`config.mk`:
```
export PLATFORM = sky130hd
export DESIGN_NAME = stat_word_ctrl
export DESIGN_NICKNAME = d
export VERILOG_FILES = /design/src/rtl/stat_pkg.sv /design/src/rtl/stat_next.sv /design/src/rtl/stat_reg.sv /design/src/rtl/busy_pin.sv /design/src/rtl/stat_word_ctrl.sv
export SDC_FILE = /design/constraint.sdc
export NUM_CORES = 1
export LEC_CHECK = 0
export ABC_AREA = 1
export BUFFER_PORTS_ARGS = -buffer_cell sky130_fd_sc_hd__buf_2
export CAP_MARGIN = 40
export CORE_MARGIN = 10
export CORE_UTILIZATION = 31
export CTS_CLUSTER_SIZE = 10
export DETAILED_ROUTE_END_ITERATION = 12
export PLACE_DENSITY = 0.76
export SLEW_MARGIN = 5
export SYNTH_ARGS = -nofsm -noshare
export SYNTH_HDL_FRONTEND = slang
export SYNTH_SLANG_ARGS = --single-unit
```
`constraint.sdc`:
```
create_clock -name clk_i -period 0.8 [get_ports clk_i]
set_input_delay 0.04 -clock clk_i [delete_from_list [all_inputs] [get_ports clk_i]]
set_output_delay 0.04 -clock clk_i [all_outputs]
set_load 0.01 [all_outputs]
```
`src/rtl/stat_pkg.sv`:
```
package stat_pkg;
  localparam int P_TPEND = 0;
  localparam int P_GRD_A = 1;
  localparam int P_GRD_B = 2;
  localparam int P_BUSY  = 3;
  localparam int P_STKS  = 4;
  localparam int P_IEN   = 5;
  localparam int P_USER  = 6;
  localparam int N_IMPL  = 7;

  localparam logic [N_IMPL-1:0] IMPL_BITS = 7'h7F;
  // flags dropped on interrupt entry: trace, busy, stack, enable, user
  localparam logic [N_IMPL-1:0] ACK_CLR_BITS = 7'h79;

  typedef struct packed {
    logic start;
    logic stop;
    logic ack;
    logic ret;
    logic wr;
  } stat_evt_t;
endpackage

```
`src/rtl/stat_next.sv`:
```
module stat_next #(
  parameter int W = 16
) (
  input  logic                cur_busy_i,
  input  logic [W-1:0]        cur_i,
  input  stat_pkg::stat_evt_t evt_i,
  input  logic [W-1:0]        reti_word_i,
  input  logic [W-1:0]        wr_word_i,
  output logic [W-1:0]        nxt_o
);
  import stat_pkg::*;
  localparam logic [W-1:0] IMPL_M = W'(IMPL_BITS);
  localparam logic [W-1:0] CLR_M  = W'(ACK_CLR_BITS);
  localparam logic [W-1:0] BUSY_M = W'(1) << P_BUSY;

  always_comb begin
    nxt_o = cur_i;
    if (evt_i.ack) begin
      nxt_o = cur_i & ~CLR_M;
    end else if (evt_i.ret) begin
      nxt_o = reti_word_i & IMPL_M;
    end else begin
      if (evt_i.wr) nxt_o = (wr_word_i & IMPL_M & ~BUSY_M) | (cur_i & BUSY_M);
      if (evt_i.start)                nxt_o[P_BUSY] = 1'b1;
      else if (evt_i.stop)            nxt_o[P_BUSY] = 1'b0;
      else if (evt_i.wr && cur_busy_i) nxt_o[P_BUSY] = wr_word_i[P_BUSY];
    end
  end
endmodule

```
`src/rtl/stat_reg.sv`:
```
module stat_reg #(
  parameter int W = 16
) (
  input  logic         clk_i,
  input  logic         rst_ni,
  input  logic [W-1:0] nxt_i,
  output logic [W-1:0] q_o
);
  always_ff @(posedge clk_i or negedge rst_ni) begin
    if (!rst_ni) q_o <= '0;
    else         q_o <= nxt_i;
  end
endmodule

```
`src/rtl/busy_pin.sv`:
```
module busy_pin (
  input  logic clk_i,
  input  logic rst_ni,
  input  logic busy_nxt_i,
  output logic pin_no
);
  // separate flop so the pin is registered at the pad side
  always_ff @(posedge clk_i or negedge rst_ni) begin
    if (!rst_ni) pin_no <= 1'b1;
    else         pin_no <= ~busy_nxt_i;
  end
endmodule

```
`src/rtl/stat_word_ctrl.sv`:
```
module stat_word_ctrl #(
  parameter int W = 16
) (
  input  logic         clk_i,
  input  logic         rst_ni,
  input  logic         xfer_start_i,
  input  logic         xfer_end_i,
  input  logic         int_ack_i,
  input  logic         reti_i,
  input  logic [W-1:0] reti_word_i,
  input  logic         wr_en_i,
  input  logic [W-1:0] wr_word_i,
  output logic [W-1:0] stat_o,
  output logic [W-1:0] push_word_o,
  output logic         bus_busy_no,
  output logic         guard_viol_o
);
  import stat_pkg::*;
  localparam logic [W-1:0] IMPL_M = W'(IMPL_BITS);
  localparam logic [W-1:0] CLR_M  = W'(ACK_CLR_BITS);

  stat_evt_t    evt;
  logic [W-1:0] nxt;

  assign evt.start = xfer_start_i;
  assign evt.stop  = xfer_end_i;
  assign evt.ack   = int_ack_i;
  assign evt.ret   = reti_i;
  assign evt.wr    = wr_en_i;

  stat_next #(.W(W)) u_next (
    .cur_busy_i (stat_o[P_BUSY]),
    .cur_i      (stat_o),
    .evt_i      (evt),
    .reti_word_i(reti_word_i),
    .wr_word_i  (wr_word_i),
    .nxt_o      (nxt)
  );

  stat_reg #(.W(W)) u_reg (
    .clk_i (clk_i),
    .rst_ni(rst_ni),
    .nxt_i (nxt),
    .q_o   (stat_o)
  );

  busy_pin u_pin (
    .clk_i     (clk_i),
    .rst_ni    (rst_ni),
    .busy_nxt_i(nxt[P_BUSY]),
    .pin_no    (bus_busy_no)
  );

  assign push_word_o  = int_ack_i ? stat_o : '0;
  assign guard_viol_o = xfer_start_i && !int_ack_i && !reti_i &&
                        (stat_o[P_GRD_A] || stat_o[P_GRD_B]);

  assert_pin_tracks_R3: assert property (@(posedge clk_i) disable iff (!rst_ni)
    bus_busy_no == !stat_o[P_BUSY]);

  assert_ack_clears_R4: assert property (@(posedge clk_i) disable iff (!rst_ni)
    int_ack_i |=> ((stat_o & CLR_M) == '0) && bus_busy_no);

  assert_ack_keeps_guard_R4: assert property (@(posedge clk_i) disable iff (!rst_ni)
    int_ack_i |=> (stat_o[P_GRD_A] == $past(stat_o[P_GRD_A])) &&
                  (stat_o[P_GRD_B] == $past(stat_o[P_GRD_B])));

  assert_reti_restore_R6: assert property (@(posedge clk_i) disable iff (!rst_ni)
    (reti_i && !int_ack_i) |=> stat_o == ($past(reti_word_i) & IMPL_M));

  assert_start_sets_R2: assert property (@(posedge clk_i) disable iff (!rst_ni)
    (xfer_start_i && !int_ack_i && !reti_i) |=> stat_o[P_BUSY] && !bus_busy_no);

  assert_wr_busy_ignored_R8: assert property (@(posedge clk_i) disable iff (!rst_ni)
    (wr_en_i && !stat_o[P_BUSY] && !xfer_start_i && !int_ack_i && !reti_i)
      |=> !stat_o[P_BUSY]);
endmodule

```
==> results of run 1 <==
==> cells by family after synthesis <==
family | share of synthesized area, %
DFF | 29.27
AOI/OAI and AO/OA | 3.453
and+or+nand+nor | 32.73
buffers and inverters | 34.00
other | 0.5449
==> power groups by stage <==
stage	combinational (mW)	sequential (mW)	clock [mW]
floorplan	0.257	0.484	0
global placement	0.313	0.472	0
detailed placement	0.320	0.473	0
CTS	0.349	0.466	0.348
global route	0.418	0.475	0.365
finish	0.376	0.468	0.332
==> metrics by stage <==
stage               setup TNS, ps  cell area [µm²]  instances  hold slack [ps]  utilization, %
global placement                0            789.5        159           -119.1           38.66
finish                      -1393            907.1        169            26.28           44.42
global route                -2210            907.1        169            31.64           44.42
floorplan                       0            752.0        118           -255.6               -
CTS                         -1459            862.1        168            20.08           42.22
detailed placement              0            789.5        159           -109.4           38.66
==> cell type report <==
type,count,area [µm²]
clock buffer,4,26.28
timing repair buffer,42,269.0
inverter,12,57.56
fill,218,1135
tap,27,33.78
multi-input combinational,76,319.1
sequential,8,201.4
==> synthesized netlist by cell type <==
| master | count | area [µm²] |
|---|---|---|
| a21oi_1 | 1 | 5.000 |
| buf_4 | 19 | 142.6 |
| buf_6 | 3 | 33.78 |
| conb_1 | 1 | 3.750 |
| dfrtp_1 | 7 | 175.2 |
| dfstp_2 | 1 | 26.28 |
| inv_1 | 10 | 37.54 |
| inv_6 | 1 | 8.760 |
| inv_8 | 1 | 11.26 |
| nand2_1 | 41 | 153.9 |
| nand2_4 | 1 | 11.26 |
| nand3_1 | 6 | 30.03 |
| nor2_1 | 5 | 18.77 |
| nor2_4 | 1 | 11.26 |
| o21ai_0 | 1 | 5.000 |
| o21ai_1 | 1 | 5.000 |
| o21ai_2 | 1 | 8.760 |
==> worst paths after layout <==
kind                       cells after the start           end  slack (ps)
setup / recovery                               3  guard_viol_o        -200
hold / removal                                 4  u_pin.pin_no          30
setup reg to reg                               4  u_reg.q_o[5]         -40
hold reg to reg                                2  u_reg.q_o[2]         540
max in group asynchronous                      2  u_pin.pin_no         370
min in group asynchronous                      2  u_reg.q_o[5]         170
==> registers in the layout (all words and copies together), names as in the netlist <==
signal / cells
u_pin.pin_no: 1
u_reg.q_o: 7
==> repair_timing <==
item,in CTS,in global routing
buffers inserted,4,1
hold buffers,1,0
resized for setup,2,8
endpoints found under the hold margin,8,0
pin swaps,0,1
endpoints found under the setup margin,16,19
==> critical path, stage by stage, from the launching register on <==
cell and delay [ps]:
dfrtp_1 410, o21ai_1 120, nor2_1 40, buf_2 130
==> metal layers <==
layer / track usage [%] / vias up / wire length [µm]
li1: - / 346 / -
met1: 8.980 / 286 / 828
met2: 12.80 / 41 / 833
met3: 3.512 / 2 / 227
met4: 3.077 / 0 / 8
met5: 0 / - / 0
==> flow_metrics.env, run 1 <==
export IMPL_fin_worst_skew_ps=0.02942
export IMPL_synth_warnings=0
export IMPL_slew_violations=0
export IMPL_insertion_delay_ps=240
export IMPL_end_kind="primary output"
export IMPL_clock_root_buffer="clkbuf_4"
export IMPL_drtPass1Iterations=4
export IMPL_worstReg2RegStart="u_reg.q_o[5]"
export IMPL_place_ws_ps=35.98
export IMPL_finalSetupViolations=17
export IMPL_drive_gt1_share_pct=36.62
export IMPL_clkPwrFrac_pct=28.2
export IMPL_rows=16
export IMPL_cts_tree="built"
export IMPL_hold_viol_final=0
export IMPL_diodes=0
export IMPL_violations="setup timing"
export IMPL_p_sw_share_pct=32.64
export IMPL_seq_power_share_pct=39.8
export IMPL_drc_errors=0
export IMPL_cp_arrival_ps=960
export IMPL_crit_path_max_fanout=4
export IMPL_fin_crit_ps=996.8
export IMPL_drt_iter0_drc=12
export IMPL_max_cap_violations=0
export IMPL_status="complete, but fails checks"
export IMPL_hold_class="in -> reg"
export IMPL_synth_distinct_cells=17
export IMPL_wire_per_inst_um=11.23
export IMPL_cts_buffers=3
export IMPL_grt_start_max_net_pins=11
export IMPL_grt_use_total_pct=7.929
export IMPL_die_area_um2=4504
export IMPL_ir_worst_vdd_mv=0.4925
export IMPL_syn_to_final_growth_pct=31.82
export IMPL_cts_max_path_buffers=2
export IMPL_viasPerCell=3.994
export IMPL_ys_seq_area_share_pct=29.27
export IMPL_io_pins=73
export IMPL_p_leak_nw=0.5996
export IMPL_p_sw_mw=0.3841
export IMPL_finalWorstSetupSlack_ps=-196.8
export IMPL_netlist_area_um2=688.2
export IMPL_vias=675
export IMPL_clock_fmax_mhz=1003
export IMPL_p_comb_share_pct=31.9
export IMPL_die_w_um=67.12
export IMPL_drt_total_wl_mm=1.898
export IMPL_gp_congestion=0.7082
export IMPL_htreeDepth=1
export IMPL_post_route_period_util_pct=124.6
export IMPL_worstSetupStartpointType="flop"
export IMPL_grt_pass1_vias=662
export IMPL_p_per_area_nw_per_um2=1297
export IMPL_final_cell_mix="nand2_1, buf_2, conb_1, inv_1"
export IMPL_antenna_left=0
export IMPL_yosys_register_bits=8
export IMPL_finalPower_mw=1.177
export IMPL_layout_commonest_cell="nand2_1"
export IMPL_port_buffer_count=36
export IMPL_core_area_um2=2042
export IMPL_worstSetupPathType="reg -> out"
export IMPL_clock_sinks=8
export IMPL_initial_utilization_pct=33.70
export IMPL_syn_inst=101
export IMPL_grt_pass1_wl_mm=2.822
export IMPL_startpoint="u_reg.q_o[1]"
export IMPL_min_from="xfer_start_i"
export IMPL_gr_total_overflow=0
export IMPL_antenna_found_initial=0
export IMPL_p_int_mw=0.7925
export IMPL_clkSlewWorstSetupHoldPaths_ps=60
export IMPL_dp_hpwl_mm=1.565
export IMPL_die_h_um=67.12
export IMPL_nNetsFinal=182
export IMPL_worstPathRequired_ps=760
export IMPL_syn_area_per_cell_um2=6.813
export IMPL_rsz0062_at_grt="yes"
No activity file was read; power rests on OpenSTA's default activity.
==> run 2: changes to the inputs <==
- CORE_ASPECT_RATIO: unset -> 0.9
- GPL_TIMING_DRIVEN: unset -> 0
==> flow_metrics.env, run 2 (same netlist as run 1, synthesis figures left out) <==
export IMPL_fill_cells=215
export IMPL_worstReg2RegStart="u_reg.q_o[2]"
export IMPL_gr_total_overflow=0
export IMPL_placed_area_um2=950.9
export IMPL_hold_viol_final=0
export IMPL_slew_violations=0
export IMPL_worstSetupPathType="reg -> out"
export IMPL_largest_register_ffs=7
export IMPL_finalSetupViolations=16
export IMPL_top_register="u_reg.q_o"
export IMPL_violations="setup timing"
export IMPL_dp_hpwl_mm=1.694
export IMPL_status="complete, but fails checks"
export IMPL_clock_fmax_mhz=985.8
export IMPL_endpoint="guard_viol_o"
export IMPL_gp_congestion=0.7048
export IMPL_grt_use_total_pct=9.262
export IMPL_vias=748
export IMPL_finalWorstSetupSlack_ps=-214.4
export IMPL_worstSetupStartpointType="flop"
export IMPL_reg2reg_slack_ps=10
export IMPL_syn_to_final_growth_pct=58.18
export IMPL_antenna_left=0
export IMPL_rows=16
export IMPL_clkSlewWorstSetupHoldPaths_ps=70
export IMPL_post_route_period_util_pct=126.8
export IMPL_seq_power_share_pct=35.6
export IMPL_die_area_um2=4507
export IMPL_grt_start_max_net_pins=11
export IMPL_startpoint="u_reg.q_o[2]"
export IMPL_holdWs_ps=26.87
export IMPL_clock_sinks=8
export IMPL_design_area_um2=1089
export IMPL_layout_commonest_cell="nand2_1"
export IMPL_worstPathRequired_ps=760
export IMPL_nNetsFinal=202
export IMPL_die_w_um=69.67
export IMPL_final_util_pct=50.82
export IMPL_viasPerCell=3.958
export IMPL_p_sw_mw=0.4275
export IMPL_finalPower_mw=1.319
export IMPL_fin_crit_ps=1014
export IMPL_p_int_mw=0.8917
export IMPL_final_cell_mix="nand2_1, buf_2, buf_4, conb_1, buf_6"
export IMPL_insertion_delay_ps=250
export IMPL_cts_max_path_buffers=2
export IMPL_cts_tree="built"
export IMPL_rsz0062_at_grt="yes"
export IMPL_grt_pass1_wl_mm=3.429
export IMPL_wire_per_inst_um=11.40
export IMPL_p_comb_share_pct=38.4
export IMPL_antenna_found_initial=0
export IMPL_drt_total_wl_mm=2.154
export IMPL_clock_root_buffer="clkbuf_4"
export IMPL_crit_path_max_fanout=3
export IMPL_clkPwrFrac_pct=26.0
export IMPL_fin_worst_skew_ps=0.09798
export IMPL_htreeDepth=1
export IMPL_port_buffer_count=33
export IMPL_drtPass1Iterations=4
export IMPL_p_sw_share_pct=32.40
export IMPL_reg_top3="u_reg.q_o: 7 flops, u_pin.pin_no: 1 flops"
export IMPL_grt_pass1_vias=756
export IMPL_p_leak_nw=0.7154
export IMPL_drive_gt1_share_pct=45.68
export IMPL_reg2reg_to="u_reg.q_o[2]"
export IMPL_r2r_cells=3
export IMPL_end_kind="primary output"
export IMPL_io_pins=73
export IMPL_drc_errors=0
export IMPL_cp_arrival_ps=970
export IMPL_ir_worst_vdd_mv=0.6108
export IMPL_max_cap_violations=0
export IMPL_core_area_um2=2142
export IMPL_place_ws_ps=27.03
export IMPL_drt_iter0_drc=17
export IMPL_p_per_area_nw_per_um2=1212
export IMPL_cts_buffers=3
export IMPL_diodes=0
export IMPL_die_h_um=64.70
export IMPL_initial_utilization_pct=32.13
export IMPL_hold_class="in -> reg"
==> run 2: cell types whose count changed in the layout (fill, tap and decap cells not counted), sizes merged <==
cell | before | now
buf | 41 | 61
==> run 2: area by class of cell <==
type / instances / area, µm² / area share [%]
inverters: 12 / 57.56 / 5.287
plain buffers: 22 / 180.2 / 16.55
well taps: 27 / 33.78 / 3.103
clock buffers: 4 / 26.28 / 2.414
flip-flops and latches: 8 / 201.4 / 18.51
repair buffers: 40 / 270.3 / 24.83
multi-input cells: 76 / 319.1 / 29.31
==> run 2: metal layers <==
metal	share of wire, %	GRT usage, %
met3	10	5.023
met2	47	16.10
met1	43	9.429
met4	0	2.956
met5	0	0
==> run 2: critical path, stage by stage (launching register included) <==
cell and delay [ps]:
dfrtp_1 410, o21ai_1 120, nor2_1 40, buf_2 130
==> run 2: repair_timing <==
| item | 4_1_cts | 5_1_grt |
|---|---|---|
| endpoints found under the hold margin | 8 | 0 |
| setup buffers | 5 | 1 |
| endpoints found under the setup margin | 16 | 18 |
| gates resized for setup | 7 | 7 |
| pin swaps | 6 | 2 |
| hold buffers | 1 | 0 |
==> run 2: metrics by stage <==
stage               TNS (ps)  instances
global route           -2577        189
CTS                    -1775        188
floorplan                  0        118
detailed placement         0        178
finish                 -1824        189
global placement           0        178
==> run 2: power groups by stage <==
stage	Clock [mW]	Sequential (mW)	Combinational (mW)
2_1_floorplan	0	0.484	0.257
3_3_place_gp	0	0.472	0.394
3_5_place_dp	0	0.474	0.403
4_1_cts	0.350	0.465	0.478
5_1_grt	0.380	0.473	0.552
6_report	0.343	0.470	0.506
==> run 2: worst min path at each step <==
stage,from,end,slack (ps),cells after the start
2_1_floorplan,rst_ni,u_reg.q_o[0],-260,0
3_3_place_gp,rst_ni,u_reg.q_o[1],-120,1
3_5_place_dp,rst_ni,u_reg.q_o[1],-110,1
4_1_cts,xfer_start_i,u_pin.pin_no,20,4
5_1_grt,xfer_start_i,u_pin.pin_no,40,4
6_report,xfer_start_i,u_pin.pin_no,30,4
==> run 3: changes to the inputs <==
--- a/config.mk
+++ b/config.mk
@@ -11,3 +11,2 @@
 export CORE_ASPECT_RATIO = 0.9
-export CORE_MARGIN = 10
 export CORE_UTILIZATION = 31
@@ -17,2 +16,3 @@
 export PLACE_DENSITY = 0.76
+export SKIP_CTS_REPAIR_TIMING = 1
 export SLEW_MARGIN = 5
==> constraint.sdc (replaced) <==
create_clock -name clk_i -period 0.8 [get_ports clk_i]
set_input_delay 0 -clock clk_i [delete_from_list [all_inputs] [get_ports clk_i]]
set_output_delay 0 -clock clk_i [all_outputs]
set_load 0.01 [all_outputs]
==> flow_metrics.env, run 3 (same netlist as run 1, synthesis figures left out) <==
export IMPL_status="complete, but fails checks"
export IMPL_violations="hold timing, setup timing"
export IMPL_clock_root_buffer="clkbuf_4"
export IMPL_htreeDepth=1
export IMPL_largest_register_ffs=7
export IMPL_top_register="u_reg.q_o"
export IMPL_grt_start_max_net_pins=11
export IMPL_insertion_delay_ps=250
export IMPL_r2r_cells=4
export IMPL_core_area_um2=2008
export IMPL_worstPathRequired_ps=800
export IMPL_holdWs_ps=-5.259
export IMPL_diodes=0
export IMPL_reg_top3="u_reg.q_o: 7 flops, u_pin.pin_no: 1 flops"
export IMPL_nNetsFinal=199
export IMPL_grt_use_total_pct=13.26
export IMPL_io_pins=73
export IMPL_p_leak_nw=0.6988
export IMPL_worstSetupPathType="reg -> out"
export IMPL_finalWorstSetupSlack_ps=-166.4
export IMPL_grt_pass1_wl_mm=2.159
export IMPL_seq_power_share_pct=38.0
export IMPL_end_kind="primary output"
export IMPL_p_per_area_nw_per_um2=1195
export IMPL_cts_max_path_buffers=2
export IMPL_die_w_um=51.67
export IMPL_layout_commonest_cell="nand2_1"
export IMPL_final_cell_mix="nand2_1, buf_2, buf_4, conb_1, inv_1"
export IMPL_p_comb_share_pct=34.8
export IMPL_clkPwrFrac_pct=27.2
export IMPL_hold_class="in -> reg"
export IMPL_worstReg2RegStart="u_reg.q_o[3]"
export IMPL_drt_total_wl_mm=1.518
export IMPL_grt_pass1_vias=522
export IMPL_slew_violations=0
export IMPL_antenna_left=0
export IMPL_gp_congestion=0.7566
export IMPL_p_sw_share_pct=31.40
export IMPL_syn_to_final_growth_pct=50.18
export IMPL_viasPerCell=3.859
export IMPL_fin_crit_ps=966.4
export IMPL_max_cap_violations=0
export IMPL_clkSlewWorstSetupHoldPaths_ps=50
export IMPL_clock_sinks=8
export IMPL_drt_iter0_drc=7
export IMPL_p_int_mw=0.8471
export IMPL_hold_viol_final=1
export IMPL_reg2reg_to="u_reg.q_o[3]"
export IMPL_port_buffer_count=33
export IMPL_finalSetupViolations=12
export IMPL_vias=710
export IMPL_reg2reg_slack_ps=30
export IMPL_endpoint="guard_viol_o"
export IMPL_antenna_found_initial=0
export IMPL_die_h_um=46.70
export IMPL_clock_fmax_mhz=1035
export IMPL_fin_worst_skew_ps=0.02742
export IMPL_worstSetupStartpointType="flop"
export IMPL_rsz0062_at_grt="yes"
export IMPL_cts_tree="built"
export IMPL_initial_utilization_pct=34.27
export IMPL_cp_arrival_ps=970
export IMPL_ir_worst_vdd_mv=0.6344
export IMPL_dp_hpwl_mm=1.232
export IMPL_startpoint="u_reg.q_o[1]"
export IMPL_whs_path_depth=4
export IMPL_p_sw_mw=0.3878
export IMPL_drtPass1Iterations=4
export IMPL_drc_errors=0
export IMPL_fill_cells=200
export IMPL_rows=15
export IMPL_final_util_pct=51.46
export IMPL_crit_path_max_fanout=4
export IMPL_die_area_um2=2413
export IMPL_cts_buffers=3
export IMPL_drive_gt1_share_pct=42.77
export IMPL_gr_total_overflow=0
export IMPL_post_route_period_util_pct=120.8
export IMPL_wire_per_inst_um=8.250
==> run 3: routing by layer <==
layer  track usage, %  vias to the layer above  wire length, µm
met5                0                        -                0
met4            10.27                        0               31
met3            3.960                        4              132
met2            20.52                       36              741
met1            15.67                      294              613
li1                 -                      376                -
==> run 3: final cells by class <==
class                   count  area [µm²]  area share (%)
plain buffers              22       180.2           17.43
multi-input cells          76       320.3           30.99
inverters                  12       57.56           5.569
repair buffers             37       216.5           20.94
flip-flops and latches      8       201.4           19.49
well taps                  25       31.28           3.027
clock buffers               4       26.28           2.542
==> run 3: power by group through the flow <==
stage	sequential [mW]	combinational [mW]	clock, mW
final	0.469	0.430	0.336
after global routing	0.473	0.484	0.373
after CTS	0.467	0.397	0.345
after detailed placement	0.473	0.395	0
after global placement	0.472	0.390	0
after floorplan	0.484	0.257	0
==> run 3: metrics by stage <==
step | cells | power (mW) | setup TNS (ps) | area (µm²) | setup WS, ps
3_3_place_gp | 176 | 0.8626 | 0 | 948.4 | 72.07
2_1_floorplan | 118 | 0.7419 | 0 | 752.0 | 115.9
4_1_cts | 180 | 1.209 | -1069 | 974.7 | -212.8
3_5_place_dp | 176 | 0.8685 | 0 | 948.4 | 70.30
5_1_grt | 184 | 1.331 | -1664 | 1033 | -253.5
6_report | 184 | 1.235 | -864.3 | 1033 | -166.4
==> run 3: worst min path at each step <==
stage	start	endpoint	slack, ps
2_1_floorplan	rst_ni	u_reg.q_o[0]	-300
5_1_grt	reti_word_i[3]	u_pin.pin_no	10
3_3_place_gp	rst_ni	u_reg.q_o[3]	-150
4_1_cts	rst_ni	u_reg.q_o[6]	-430
3_5_place_dp	rst_ni	u_reg.q_o[3]	-150
6_report	xfer_start_i	u_pin.pin_no	-5
==> run 3: worst max-delay path, cell delays in order (launching register included) <==
cell and delay [ps]:
dfrtp_1 400, o21ai_1 140, nor2_1 40, buf_2 130
